## src/rtl/pmr_pkg.sv

```systemverilog
// Package: shared register indices and sequencer state for the program
// memory reader. Assumes a 3-bit register index on the byte bus.
package pmr_pkg;
    localparam int REG_IDX_W = 3;

    localparam logic [REG_IDX_W-1:0] IDX_ADDR_LO = 3'd0;
    localparam logic [REG_IDX_W-1:0] IDX_ADDR_HI = 3'd1;
    localparam logic [REG_IDX_W-1:0] IDX_DATA_LO = 3'd2;
    localparam logic [REG_IDX_W-1:0] IDX_CTRL    = 3'd3;
    localparam logic [REG_IDX_W-1:0] IDX_DATA_HI = 3'd4;

    typedef enum logic [1:0] {
        ST_IDLE  = 2'd0,
        ST_ISSUE = 2'd1,
        ST_CAPT  = 2'd2
    } seq_state_t;
endpackage

```

## src/rtl/pmr_addr_regs.sv

```systemverilog
// Module: pmr_addr_regs
// Holds the split word address written by software. The low byte is full
// width. The high register keeps only ADDR_W-BYTE_W bits and drops the rest.
// Assumes ADDR_W > BYTE_W and ADDR_W <= 2*BYTE_W.
module pmr_addr_regs #(
    parameter int ADDR_W = 13,
    parameter int BYTE_W = 8
) (
    input  logic              clk,
    input  logic              rst_n,
    input  logic              wr_lo,
    input  logic              wr_hi,
    input  logic [BYTE_W-1:0] wdata,
    output logic [ADDR_W-1:0] addr
);
    localparam int HI_W = ADDR_W - BYTE_W;

    logic [BYTE_W-1:0] lo_q;
    logic [HI_W-1:0]   hi_q;

    // Purpose: store software writes to the low and high address bytes.
    always_ff @(posedge clk) begin
        if (!rst_n) begin
            lo_q <= '0;
            hi_q <= '0;
        end else begin
            if (wr_lo) lo_q <= wdata;
            if (wr_hi) hi_q <= wdata[HI_W-1:0];
        end
    end

    // Purpose: join the two bytes into the word address.
    always_comb addr = {hi_q, lo_q};
endmodule

```

## src/rtl/pmr_seq.sv

```systemverilog
// Module: pmr_seq
// Two-step fetch sequencer. On a start request while idle it latches the
// address. It then issues one memory read cycle, and on the next cycle it
// pulses the capture enable. Assumes the memory returns data the cycle
// after its enable.
module pmr_seq
    import pmr_pkg::*;
#(
    parameter int ADDR_W = 13
) (
    input  logic              clk,
    input  logic              rst_n,
    input  logic              start_req,
    input  logic [ADDR_W-1:0] addr_in,
    output logic              busy,
    output logic              mem_en,
    output logic [ADDR_W-1:0] mem_addr,
    output logic              cap_en
);
    seq_state_t        state_q;
    logic [ADDR_W-1:0] lat_q;

    // Purpose: advance the fetch state and latch the address at start.
    always_ff @(posedge clk) begin
        if (!rst_n) begin
            state_q <= ST_IDLE;
            lat_q   <= '0;
        end else begin
            unique case (state_q)
                ST_IDLE: if (start_req) begin
                    state_q <= ST_ISSUE;
                    lat_q   <= addr_in;
                end
                ST_ISSUE: state_q <= ST_CAPT;
                ST_CAPT:  state_q <= ST_IDLE;
                default:  state_q <= ST_IDLE;
            endcase
        end
    end

    // Purpose: decode the state into the strobes and the memory address.
    always_comb begin
        busy     = (state_q != ST_IDLE);
        mem_en   = (state_q == ST_ISSUE);
        cap_en   = (state_q == ST_CAPT);
        mem_addr = lat_q;
    end

    // a read is busy for exactly two cycles
    p_two_cycle_r3: assert property (@(posedge clk) disable iff (!rst_n)
        $rose(busy) |=> (busy ##1 !busy));

    // the memory enable lasts one cycle
    p_single_en_r9: assert property (@(posedge clk) disable iff (!rst_n)
        mem_en |=> !mem_en);

    // the latched address holds across a fetch
    p_addr_hold_r6: assert property (@(posedge clk) disable iff (!rst_n)
        (busy && $past(busy)) |-> $stable(mem_addr));
endmodule

```

## src/rtl/pmr_data_regs.sv

```systemverilog
// Module: pmr_data_regs
// Holds the last fetched word. It loads only on the capture strobe and has
// no bus write path. Assumes mem_rdata is valid while cap_en is high.
module pmr_data_regs #(
    parameter int DATA_W = 14
) (
    input  logic              clk,
    input  logic              rst_n,
    input  logic              cap_en,
    input  logic [DATA_W-1:0] mem_rdata,
    output logic [DATA_W-1:0] word
);
    // Purpose: capture the memory word when a fetch completes.
    always_ff @(posedge clk) begin
        if (!rst_n)      word <= '0;
        else if (cap_en) word <= mem_rdata;
    end

    // the word changes only on capture
    p_hold_r7: assert property (@(posedge clk) disable iff (!rst_n)
        !cap_en |=> $stable(word));
endmodule

```

## src/rtl/pmem_reader.sv

```systemverilog
// Module: pmem_reader (top)
// Byte-wide register front end for the program memory reader. It decodes
// bus writes, builds the combinational read mux, and wires the address,
// sequencer and data blocks together. Assumes a single-cycle write strobe
// and a memory with one cycle of read latency.
module pmem_reader
    import pmr_pkg::*;
#(
    parameter int ADDR_W = 13,
    parameter int DATA_W = 14,
    parameter int BYTE_W = 8
) (
    input  logic                 clk,
    input  logic                 rst_n,
    input  logic [REG_IDX_W-1:0] reg_idx,
    input  logic                 reg_we,
    input  logic [BYTE_W-1:0]    reg_wdata,
    output logic [BYTE_W-1:0]    reg_rdata,
    output logic                 mem_en,
    output logic [ADDR_W-1:0]    mem_addr,
    input  logic [DATA_W-1:0]    mem_rdata
);
    localparam int AHI_W = ADDR_W - BYTE_W;
    localparam int DHI_W = DATA_W - BYTE_W;

    logic              wr_lo, wr_hi, start_req;
    logic [ADDR_W-1:0] addr;
    logic [DATA_W-1:0] word;
    logic              busy, cap_en;

    // Purpose: decode bus writes into register strobes.
    always_comb begin
        wr_lo     = reg_we && (reg_idx == IDX_ADDR_LO);
        wr_hi     = reg_we && (reg_idx == IDX_ADDR_HI);
        start_req = reg_we && (reg_idx == IDX_CTRL) && reg_wdata[0];
    end

    pmr_addr_regs #(.ADDR_W(ADDR_W), .BYTE_W(BYTE_W)) u_addr (
        .clk(clk), .rst_n(rst_n), .wr_lo(wr_lo), .wr_hi(wr_hi),
        .wdata(reg_wdata), .addr(addr)
    );

    pmr_seq #(.ADDR_W(ADDR_W)) u_seq (
        .clk(clk), .rst_n(rst_n), .start_req(start_req), .addr_in(addr),
        .busy(busy), .mem_en(mem_en), .mem_addr(mem_addr), .cap_en(cap_en)
    );

    pmr_data_regs #(.DATA_W(DATA_W)) u_data (
        .clk(clk), .rst_n(rst_n), .cap_en(cap_en), .mem_rdata(mem_rdata),
        .word(word)
    );

    // Purpose: select the register that the bus reads, zero-filling unused bits.
    always_comb begin
        unique case (reg_idx)
            IDX_ADDR_LO: reg_rdata = addr[BYTE_W-1:0];
            IDX_ADDR_HI: reg_rdata = {{(BYTE_W-AHI_W){1'b0}}, addr[ADDR_W-1:BYTE_W]};
            IDX_DATA_LO: reg_rdata = word[BYTE_W-1:0];
            IDX_DATA_HI: reg_rdata = {{(BYTE_W-DHI_W){1'b0}}, word[DATA_W-1:BYTE_W]};
            IDX_CTRL:    reg_rdata = {1'b1, {(BYTE_W-2){1'b0}}, busy};
            default:     reg_rdata = '0;
        endcase
    end

    // an accepted start write sets the start bit
    p_start_set_r2: assert property (@(posedge clk) disable iff (!rst_n)
        (start_req && !busy) |=> (reg_idx != IDX_CTRL || reg_rdata[0]));

    // fixed control bits
    p_ctrl_fixed_r5: assert property (@(posedge clk) disable iff (!rst_n)
        (reg_idx == IDX_CTRL) |-> (reg_rdata[BYTE_W-1:1] == {1'b1, {(BYTE_W-2){1'b0}}}));

    // unused high address bits read as zero
    p_addr_hi_zero_r1: assert property (@(posedge clk) disable iff (!rst_n)
        (reg_idx == IDX_ADDR_HI) |-> (reg_rdata[BYTE_W-1:AHI_W] == '0));

    // unmapped indices read as zero
    p_unmapped_zero_r10: assert property (@(posedge clk) disable iff (!rst_n)
        (reg_idx > IDX_DATA_HI) |-> (reg_rdata == '0));
endmodule

```

## config.mk

```make
export PLATFORM = sky130hd
export DESIGN_NAME = pmem_reader
export DESIGN_NICKNAME = d
export VERILOG_FILES = /design/src/rtl/pmr_pkg.sv /design/src/rtl/pmr_addr_regs.sv /design/src/rtl/pmr_seq.sv /design/src/rtl/pmr_data_regs.sv /design/src/rtl/pmem_reader.sv
export SDC_FILE = /design/constraint.sdc
export NUM_CORES = 1
export LEC_CHECK = 0
export ABC_AREA = 1
export CAP_MARGIN = 20
export CORE_AREA = 2 2 69 71
export CTS_CLUSTER_DIAMETER = 120
export DETAILED_ROUTE_END_ITERATION = 6
export DIE_AREA = 0 0 71 73
export DONT_BUFFER_PORTS = 1
export PLACE_DENSITY = 0.55
export REMOVE_ABC_BUFFERS = 1
export SLEW_MARGIN = 20
export SYNTH_ARGS = -nofsm -noshare
export SYNTH_HDL_FRONTEND = slang
export SYNTH_SLANG_ARGS = --single-unit
```

## constraint.sdc

```tcl
create_clock -name clk -period 2.1 [get_ports clk]
set_clock_uncertainty 0.2 [all_clocks]
set_input_delay 0.42 -clock clk [delete_from_list [all_inputs] [get_ports clk]]
set_output_delay 0.42 -clock clk [all_outputs]
set_load 0.01 [all_outputs]
```

# == Yosys cells after proc, flatten, opt, wreduce, memory -nomap -nowiden ==
# Index checks and enable logic that the tools add are counted.
# word_totals
input_bits,28
out_inout_bits,22
wordCells,23
reg_bits,42
# classes
n_reduce_logical,8
n_eq_ne,7
muxes,3
# op_table
cell,n
$pmux 8 s5,1
$eq 3x2->1 const B,2
$logic_and 1x1->1,4
$pmux 2 s2,1
$eq 3x1->1 const B,1
$eq 3x3->1 const B,1
$logic_not 3->1,1
$eq 2x1->1 const B,1
$eq 2x2->1 const B,1
$logic_not 2->1,1
$mux 2,1
$ne 2x2->1 const B,1
$reduce_and 2->1,1
$reduce_bool 2->1,1

# == Depth between registers and ports, before layout ==
# Gate-level depths: netlist of run 1.
# depth
ltp_word,5
depth_mapped,8
mapped_depth_nobuf,7

# == By module ==
# From an unflattened synthesis of run 1, not the netlist that was laid out.
# unflattened
hier_cells,317
hier_area_um2,2099.5
# by_module_without_submodules
mod,n_inst,cells_per_inst,seq_area_each_um2,area_per_inst_um2
pmr_seq,1,96,300.3,673.1
pmr_data_regs,1,88,280.3,584.3
pmr_addr_regs,1,77,260.2,529.3
pmem_reader,1,56,0.0,312.8

# == Least setup slack after synthesis of run 1 ==
# Ideal clock, no wire load.
# synth_path
path_kind,input to output
from,input reg_idx[2]
to,output reg_rdata[1]
required_ns,1.480
arrival_ns,1.148
setup_slack_ns,0.332
path_buffers,1
stages,8
path_cell_list,inv_2 buf_4 nand2_1 nor2_1 nand2_1 nand2_1 inv_1 nand2_1
# synth_between
elab_chain_len,2
elab_cells_between_ends,6
classes_between,4 x eq/ne; 1 x mux; 1 x reduce/logical
# synth_lines
element,line,rtl
start: declaration,pmem_reader.sv:15,"input logic [REG_IDX_W-1:0] reg_idx,"
"$eq 3x2->1, or another cell as far along",pmem_reader.sv:55,unique case (reg_idx)
$pmux 8 s5 *,pmem_reader.sv:55,
end: declaration,pmem_reader.sv:18,"output logic [BYTE_W-1:0] reg_rdata,"
# Every way passes the cells marked *; elsewhere a longest branch is shown, timed or not.

# == Final worst setup path of run 1 ==
# layout_path
from,input reg_idx[1]
to,output reg_rdata[4]
# The elaborated chain is that of the path after synthesis.

==> metrics.md, run 1 <==
| Metric | Value |
|---|---|
| Combined buffer and inverter count along the critical path | 2 |
| Critical path fanouts, max | 8 |
| Post-layout net count | 332 |
| H-tree depth | 2 |
| Number of clock buffers inserted by TritonCTS | 5 |
| Routed via count | 1691 |
| Critical path's most frequent cell | nand2_1 |
| Cell at the root of the clock tree | clkbuf_8 |
| RSZ-0062 raised after global routing | no |
| Number of buffers between clock root and the deepest sink | 2 |
| Number of hold buffers added after cts | 0 |
| IR Drop Worst-Case VDD | slightly below 0.4 mV |
| Wire length of the first global-routing pass | approximately 7000 um |
| Fin worst setup slack | between 0.3 and 0.4 ns |
| Post-route insts no fill | ~360 |
| Chip height | between 70 and 80 um |
| Hold slack final | ~0.040 ns |
| Count of port buffers added during placement | 0 |
| Fraction of layout cells with a size suffix above 1 | about 5.6% |
| Crit share post-route | roughly 85% |
| Number of max-cap violations | 0 |
| Most congested layer reported by global routing | met2 |
| Avg WL per Cell | 12.3 um |
| Mean instance size in the synthesized netlist | between 6 and 7 um^2 |
| Sequential element share of the synthesized area | between 40% and 50% |
| Overflow left after global routing | 0 |
| Final core utilization | roughly 46% |
| Die Outline Area | 5180 um^2 |
| Transition time at the pin with the least slew margin | roughly 0.40 ns |
| Latest clock arrival within the worst-skew pair | roughly 0.30 ns |
| Pwr dens | approximately 750 nW/um^2 |
| Critical Setup Path Class | input port to primary output |
| Mapped cell area | a little under 2000 um^2 |
| Met2 GRT Util | around 27% |
| Commonest cells after routing, fill and taps aside | 90 x nor2_1, 78 x nand2_1, 42 x dfxtp_1 |
| Antenna violations before repair | 0 |
| Worst hold path cell count | 2 |
| Area overhead of the layout relative to synthesis | 7.57% |
| Final min period | approximately 1.8 ns |
| Setup Slack @ Placement | around 0.3 ns |
| TritonCTS clock tree | done |
| Die extent in x | roughly 71 um |
| CP Depth | 7 |
| Detailed Route Iter0 Violations | 86 |
| Synthesis Warnings | 0 |
| Post-DP HPWL | 3130 um |
| Longest individual stage delay on the worst path | between 0.15 and 0.2 ns |
| Normalized max-slew margin | 72.9% |
| Final-report hold violation count | 0 |
| Placeable core region | 4540 um^2 |
| Leak Pwr | 0.00102 uW |
| Accumulated negative setup slack | 0 ns |
| Std-Cell Rows | 25 |
| Met3 track utilization from global routing | ~5.5% |
| Remaining design rule violation count | 0 |
| Number of search-and-repair iterations in the first detailed-routing pass | 4 |
| Clock net sink count | 42 |
| Data arrival time of the critical path | between 1 and 1.5 ns |
| Type of the tightest min-delay check | input port to register |
| Number of buffers added for setup after CTS | 0 |
| Met1 usage in global routing | 22.9% |
| Antenna cell count | 0 |
| Worst setup EP type | primary output |
| Initial standard-cell utilization of the core | between 40% and 50% |
| Reg clk slew, reported paths | 0.08 ns |
| Element type at the critical path start | input port |
| Number of nets with antenna violations after routing | 0 |
| Logic depth of the worst register-to-register path | 5 |
| Most common cell after layout, fill and taps aside | nor2_1 |
| Pin count of the biggest net entering global routing | 42 |
| Number of global-route vias before repair | approximately 1500 |
| Count of distinct cell types in the synthesized netlist | 19 |
| GRT Overall Usage | 17.4% |
| Fin. max-slew vios | 0 |
| Outcome | complete, no violations |
| Cells after DPL | ~350 |
| Final weighted congestion of routability-driven global placement | roughly 0.8 |
| Register bit total from synthesis | 42 |
| Required arrival time at the worst endpoint | ~1.5 ns |
| Setup violations, final | 0 |
| Top cell family by delay on the critical path | simple AND/OR/NAND/NOR gates |
| Cells after Synth | around 300 |
| Fmax achieved | 0.561 GHz |
| Via-per-instance ratio | around 4.7 |
| Boundary Pins | 50 |
| Slowest library cell on the worst path | nor2_1 |
| Gates resized, CTS repair | 0 |
| Critical Path, Cell by Cell | nor2_1 > nand2_1 > inv_1 > nand2_1 > nand2_1 > inv_1 > nand2_1 |
| Total Routed Length | about 4400 um |
## logic make-up after synthesis
| kind of cell | synth area share [%] |
|---|---|
| compound gates | 4.79 |
| buf+inv | 10.7 |
| flops | 43.5 |
| simple gates | 41.0 |
## sequential cells by signal, indices dropped and copies added, names as in the netlist
name and flops:
u_addr.lo_q 8, u_data.word 14, u_seq.state_q 2, u_addr.hi_q 5, u_seq.mem_addr 13
## cells in the mapped netlist, drive strengths merged
cell / number / area, um^2
nor2: 92 / 355
nand2: 78 / 293
o211ai: 1 / 7.51
clkbuf: 3 / 11.3
buf: 9 / 60.1
nor3: 4 / 25.0
nand3: 18 / 95.1
dfxtp: 42 / 841
nand4: 4 / 25.0
o21ai: 17 / 85.1
inv: 36 / 135
## metrics by stage
stage | total power [uW] | instance area, um^2
2_1_floorplan | 908 | 1860
3_3_place_gp | 930 | 1970
3_5_place_dp | 930 | 1970
4_1_cts | 1580 | 2080
5_1_grt | 1630 | 2080
6_report | 1570 | 2080
## power breakdown
group          total, uW  leakage [uW]  internal (uW)  switching [uW]
logic               86.3      0.000618           30.5            55.8
registers            824      0.000340            812            12.3
clock network        658     0.0000573            381             277
total               1570       0.00102           1220             346
## final timing paths
kind	from	endpoint	slack (ns)
setup / recovery	reg_idx[1]	reg_rdata[4]	0.32
hold / removal	rst_n	u_seq.mem_addr[10]	0.04
setup reg to reg	u_seq.state_q[1]	u_data.word[3]	0.73
hold reg to reg	u_seq.state_q[1]	u_seq.state_q[1]	0.30
## routing by layer
metal / vias to the layer above / routed length [um]
li1: 913 / -
met1: 732 / 2140
met2: 40 / 1960
met3: 6 / 241
met4: 0 / 55
met5: - / 0
## final cells by class
cell class	count	area (um^2)
clock buffer	6	82.6
clock inverter	1	30.0
fill	517	2460
inverter	36	135
multi-input combinational	214	886
sequential	42	841
tap	54	67.6
timing repair buffer	5	37.5
Power figures use the tool's default switching activity.
==> inputs of run 2 (changes only) <==
clock period = 1.7 ns   (was 2.1 ns; I/O delays follow)
==> run 2 against run 1 <==
Against the previous run:
- final cell count is 7.8% higher
- routed wire length is 3.6% higher
- non-clock buffer count is 29 higher
- design area is 13% higher
- sequential power is 24% higher
- critical endpoint is now reg_rdata[7]
- largest power group unchanged
- clock power is 3% lower
- sequential cell count stayed put
- worst setup slack worse by 0.21 ns
- hold slack better by 0.016 ns
- highest routed layer unchanged
==> metrics.md, run 2 (synthesis results as in run 1) <==
| Metric | Value |
|---|---|
| Outcome | complete, no violations |
| Number of flip-flops in the largest register | 14 |
| Wire length of the first global-routing pass | 7620 um |
| TritonCTS clock tree | done |
| Pwr dens | around 780 nW/um^2 |
| Origin of the worst setup path | u_data.word[7] |
| Pin count of the biggest net entering global routing | 42 |
| Required arrival time at the worst endpoint | about 1.2 ns |
| Crit share post-route | a little over nine tenths |
| Final weighted congestion of routability-driven global placement | about 0.8 |
| Number of nets with antenna violations after routing | 0 |
| Commonest cells after routing, fill and taps aside | 90 x nor2_1, 78 x nand2_1, 40 x dfxtp_1 |
| End of the worst hold path | u_addr.hi_q[4] |
| Setup Slack @ Placement | 0.170 ns |
| Launch instance of the worst register-to-register path | u_addr.lo_q[6] |
| Data arrival time of the critical path | 1.05 ns |
| GRT Overall Usage | between 10% and 20% |
| Final-report hold violation count | 0 |
| Critical path fanouts, max | 2 |
| Chip height | approximately 73 um |
| Boundary Pins | 50 |
| Leak Pwr | ~0.0011 uW |
| Fmax achieved | approximately 0.63 GHz |
| Die Outline Area | roughly 5200 um^2 |
| Beginning of the worst hold path | reg_we |
| Worst hold path cell count | 3 |
| Most flop-heavy register | u_data.word |
| Type of the tightest min-delay check | input port to register |
| Hold slack final | 0.0556 ns |
| Total Routed Length | 4560 um |
| Antenna violations before repair | 0 |
| Fin. max-slew vios | 0 |
| Logic depth of the worst register-to-register path | 5 |
| Element type at the critical path start | register |
| Transition time at the pin with the least slew margin | 0.421 ns |
| Worst reg2reg path endpoint | u_addr.lo_q[6] |
| Remaining design rule violation count | 0 |
| Worst setup EP type | primary output |
| Via-per-instance ratio | about 4.7 |
| Number of buffers added for setup after CTS | 0 |
| H-tree depth | 2 |
| Number of clock buffers inserted by TritonCTS | 5 |
| Most common cell after layout, fill and taps aside | nor2_1 |
| Antenna cell count | 0 |
| Overflow left after global routing | 0 |
| Slack of the worst reg-to-reg path | roughly 0.30 ns |
| Fraction of layout cells with a size suffix above 1 | ~7.5% |
| Clock net sink count | 42 |
| Std-Cell Rows | 25 |
| Normalized max-slew margin | roughly 72% |
| Initial standard-cell utilization of the core | 42.6% |
| Placed Instance Area | between 2000 and 2500 um^2 |
| Number of buffers between clock root and the deepest sink | 2 |
| Post-DP HPWL | between 3000 and 4000 um |
| Number of global-route vias before repair | between 1500 and 2000 |
| Area overhead of the layout relative to synthesis | 21.3% |
| Cell at the root of the clock tree | clkbuf_8 |
| Critical Setup Path Class | register to primary output |
| Reg clk slew, reported paths | 0.08 ns |
| Die extent in x | 71 um |
| Final min period | between 1.5 and 2 ns |
| Routed via count | 1820 |
| Post-layout net count | 361 |
| Placeable core region | ~4500 um^2 |
| Avg WL per Cell | about 12 um |
| Number of max-cap violations | 0 |
| Design Area, Final | roughly 2300 um^2 |
| IR Drop Worst-Case VDD | between 0.4 and 0.5 mV |
| Latest clock arrival within the worst-skew pair | 0.29 ns |
| Count of port buffers added during placement | 0 |
| Accumulated negative setup slack | 0 ns |
| Number of search-and-repair iterations in the first detailed-routing pass | 4 |
| Fin worst setup slack | between 0.1 and 0.15 ns |
| Setup violations, final | 0 |
| RSZ-0062 raised after global routing | no |
| Detailed Route Iter0 Violations | 55 |
==> run 2: layer usage <==
layer  track usage, %  vias to the layer above  wire, um
li1                 -                      974         -
met1             25.2                      798      2150
met2             29.3                       43      2090
met3             4.56                        5       262
met4             6.29                        0        52
met5                0                        -         0
==> run 2: report_power, final <==
| part | total (uW) | internal, uW | switching [uW] |
|---|---|---|---|
| sequential | 1020 | 1000 | 15.1 |
| clock | 641 | 313 | 328 |
| combinational | 174 | 82.1 | 91.7 |
| total | 1830 | 1400 | 435 |
==> run 2: through the flow <==
step | power, uW | instances | util [%]
detailed placement | 1160 | 357 | 44.4
CTS | 1860 | 386 | 51.5
finish | 1830 | 386 | 51.7
global placement | 1160 | 357 | 44.4
global route | 1920 | 386 | 51.7
floorplan | 1120 | 292 | -
==> run 2: cell type report <==
cell class	instances	area (um^2)
repair buffers	34	323
clock buffers	6	82.6
multi-input cells	214	893
flip-flops and latches	42	843
inverters	36	135
fillers	501	2190
well taps	54	67.6
==> run 2: worst max-delay path by stage <==
| stage | end | slack [ns] | depth (start not counted) |
|---|---|---|---|
| finish | reg_rdata[7] | 0.11 | 3 |
| CTS | reg_rdata[7] | 0.02 | 3 |
| global placement | reg_rdata[3] | 0.17 | 7 |
| floorplan | reg_rdata[0] | 0.02 | 6 |
| detailed placement | reg_rdata[4] | 0.17 | 7 |
| global route | reg_rdata[0] | 0.02 | 6 |
==> run 2: what timing repair did <==
action,CTS,global route
hold buffers,23,0
endpoints found under the hold margin,42,0
setup endpoints to repair,0,3
gates resized for setup,0,4
==> run 2: worst max-delay path, stage by stage (launching register included) <==
cell and delay (ns):
dfxtp_1 0.31, o21ai_1 0.16, o21ai_0 0.12, buf_4 0.16
==> inputs of run 3 (changes only) <==
ABC_AREA = unset   (was 1)
==> run 3 against run 2 <==
Against the previous run:
- the run now ends with setup timing left
- critical path depth unchanged
- clock power increased by 5.6%
- combinational power is 23% lower
- design area is 0.80% lower
- global-route usage decreased by 0.093 points
- sequential power barely moved
- register-to-register slack got worse by 0.15 ns
- first-iteration DRC count shrank 20%
- critical path type unchanged
- worst setup slack lost 0.12 ns
- critical endpoint is now reg_rdata[0]
- core utilization fell by 0.41 points
- maximum frequency down 6.9%
- sequential cell count is the same
==> metrics.md, run 3 <==
| Metric | Value |
|---|---|
| Power share of the clock group | about 37% |
| Total internal power | about 1400 uW |
| Combinational Power Share | 7.4% |
| Antenna cell count | 0 |
| Post-layout net count | roughly 270 |
| Mean instance size in the synthesized netlist | 8.73 um^2 |
| Cells after DPL | 259 |
| Boundary Pins | 50 |
| Sw Share | a little under a quarter |
| Via-per-instance ratio | 5.21 |
| Outcome | finished with violations |
| Transition time at the pin with the least slew margin | 0.533 ns |
| Primary FF master, synth | dfxtp_1 |
| Count of port buffers added during placement | 0 |
| Wire length of the first global-routing pass | ~7400 um |
| Routed via count | roughly 1500 |
| Element type at the critical path start | register |
| Worst reg2reg path endpoint | u_seq.mem_addr[12] |
| Cells after Synth | around 220 |
| Critical path fanouts, max | 2 |
| Count of distinct cell types in the synthesized netlist | 28 |
| Commonest cells post-synth | 76 x nand2_1, 42 x dfxtp_1, 25 x mux2i_1, 22 x a21boi_1, 9 x clkbuf_1 |
| Reg clk slew, reported paths | around 0.080 ns |
| Data arrival time of the critical path | 1.17 ns |
| Cell at the root of the clock tree | clkbuf_8 |
| Most flop-heavy register | u_data.word |
| Portion of synthesized cell area occupied by the leading cell type | 44.2% |
| Worst setup EP type | primary output |
| Commonest cells after routing, fill and taps aside | 76 x nand2_1, 39 x dfxtp_1, 25 x mux2i_1 |
| Initial standard-cell utilization of the core | between 40% and 50% |
| Async set or reset register ratio after synthesis | 0% |
| Leak Pwr | a little under 0.0008 uW |
| Number of search-and-repair iterations in the first detailed-routing pass | 4 |
| Final-report hold violation count | 0 |
| GRT Overall Usage | roughly 19% |
| Worst hold path cell count | 2 |
| Pwr dens | ~780 nW/um^2 |
| Pin count of the biggest net entering global routing | 49 |
| Fraction of layout cells with a size suffix above 1 | around an eighth |
| Antenna violations before repair | 0 |
| Fmax achieved | roughly 0.58 GHz |
| Final weighted congestion of routability-driven global placement | roughly 0.85 |
| H-tree depth | 2 |
| Most frequent cell after synthesis | nand2_1 |
| Crit share post-route | 101% |
| Setup Slack @ Placement | 0.153 ns |
| Detailed Route Iter0 Violations | 44 |
| Slack of the worst reg-to-reg path | roughly 0.15 ns |
| Total Routed Length | between 4000 and 5000 um |
| Accumulated negative setup slack | -0.0104 ns |
| Fin. max-slew vios | 0 |
| Launch instance of the worst register-to-register path | u_seq.state_q[1] |
| Post-route insts no fill | 293 |
| Avg WL per Cell | approximately 16 um |
| Number of global-route vias before repair | 1486 |
| Setup violations, final | 1 |
| Number of buffers between clock root and the deepest sink | 2 |
| Remaining design rule violation count | 0 |
| Post-DP HPWL | 3000 um |
| Synthesis Warnings | 0 |
| Fin worst setup slack | -0.0104 ns |
| Share of power burned in registers | roughly 55% |
| Area overhead of the layout relative to synthesis | 22.2% |
| Number of enable-type register cells in the synthesized netlist | 0 |
| Final min period | approximately 1.7 ns |
| Logic depth of the worst register-to-register path | 4 |
| Type of the tightest min-delay check | input port to register |
| Library cell with the largest summed area after synthesis | dfxtp_1 |
| Power spent charging and discharging nets | 409 uW |
| Mapped cell area | 1900 um^2 |
| Die extent in x | between 70 and 80 um |
| Std-Cell Rows | 25 |
| Sequential element share of the synthesized area | approximately 44% |
| Die Outline Area | 5180 um^2 |
| Number of max-cap violations | 0 |
| Design Area, Final | about 2300 um^2 |
| Ranking of synthesized cells by area | dfxtp_1 44%, nand2_1 15%, mux2i_1 13% |
| Origin of the worst setup path | u_addr.lo_q[0] |
| Chip height | between 70 and 80 um |
| Placed Instance Area | approximately 1900 um^2 |
| Placeable core region | between 4000 and 5000 um^2 |
| RSZ-0062 raised after global routing | yes |
| Number of clock buffers inserted by TritonCTS | 5 |
| Latest clock arrival within the worst-skew pair | about 0.29 ns |
| Critical Setup Path Class | register to primary output |
| IR Drop Worst-Case VDD | ~0.39 mV |
| Number of nets with antenna violations after routing | 0 |
| Register bit total from synthesis | 42 |
| Beginning of the worst hold path | rst_n |
| Most common cell after layout, fill and taps aside | nand2_1 |
| Overflow left after global routing | 0 |
| TritonCTS clock tree | done |
| Normalized max-slew margin | 64.4% |
| Clock net sink count | 42 |
| End of the worst hold path | u_seq.mem_addr[3] |
| Hold slack final | 0.0119 ns |
| Violated checks | setup timing |
| Required arrival time at the worst endpoint | ~1.2 ns |
| Number of flip-flops in the largest register | 14 |
==> run 3: cell count changes after synthesis, sizes merged, moves of 3 or more <==
cell,before,now
mux2i,0,25
nor2,92,2
a2bb2oi,0,4
nor3,4,1
nand4,4,0
nor2b,0,7
o21ai,17,5
nand3,18,0
a21boi,0,22
inv,36,0
clkbuf,3,9
==> run 3: worst max-delay path by stage <==
stage	end	slack, ns	cells past startpoint
after detailed placement	u_addr.lo_q[6]	0.15	3
after global routing	reg_rdata[0]	-0.08	3
after CTS	reg_rdata[0]	-0.03	3
after global placement	u_addr.lo_q[5]	0.18	3
final	reg_rdata[0]	-0.01	3
after floorplan	u_addr.hi_q[0]	-0.09	3
==> run 3: cells by family (layout without fill, tap and decap cells) <==
logic type | count (synthesis) | count (layout) | synth area share, %
buffers and inverters | 17 | 38 | 5.00
AO/OA/AOI/OAI | 36 | 36 | 13.6
multiplexers | 25 | 25 | 13.1
AND/OR/NAND/NOR | 98 | 98 | 24.1
flip-flops | 42 | 42 | 44.2
==> run 3: worst max-delay path: stages, from the launching register on <==
cell,delay (ns)
dfxtp_2,0.35
mux2i_1,0.06
or3_1,0.30
o211ai_1,0.17
==> run 3: power groups by stage <==
| stage | clock, uW | combinational, uW | sequential, uW |
|---|---|---|---|
| after global routing | 729 | 145 | 1000 |
| after detailed placement | 0 | 64.0 | 1020 |
| after floorplan | 0 | 51.6 | 1020 |
| after CTS | 698 | 131 | 999 |
| final | 677 | 134 | 999 |
| after global placement | 0 | 62.5 | 1020 |
==> run 3: layer usage <==
| layer | track usage, % | vias to the layer above | part of all wire (%) |
|---|---|---|---|
| met5 | 0 | - | 0 |
| met4 | 5.66 | 0 | 0.68 |
| met3 | 5.39 | 4 | 5.6 |
| met2 | 30.4 | 46 | 49 |
| met1 | 23.7 | 710 | 45 |
| li1 | - | 767 | - |
==> run 3: per-stage QoR <==
step / util, % / power, uW
floorplan: - / 1070
global placement: 42.3 / 1080
detailed placement: 42.3 / 1090
CTS: 50.5 / 1830
global route: 51.3 / 1870
finish: 51.3 / 1810
==> run 3: final cells by class <==
class | count | area [um^2]
Clock inverter | 2 | 12.5
Multi-Input combinational cell | 159 | 1010
Clock buffer | 6 | 82.6
Sequential cell | 42 | 845
Timing Repair Buffer | 30 | 310
Fill cell | 439 | 2210
Tap cell | 54 | 67.6
==> run 3: repair_timing <==
item / CTS / global route
gates resized for setup: 3 / 9
buffers inserted: 1 / 0
pin swaps: 0 / 1
hold buffers: 25 / 0
setup endpoints to repair: 3 / 6
hold endpoints to repair: 40 / 0
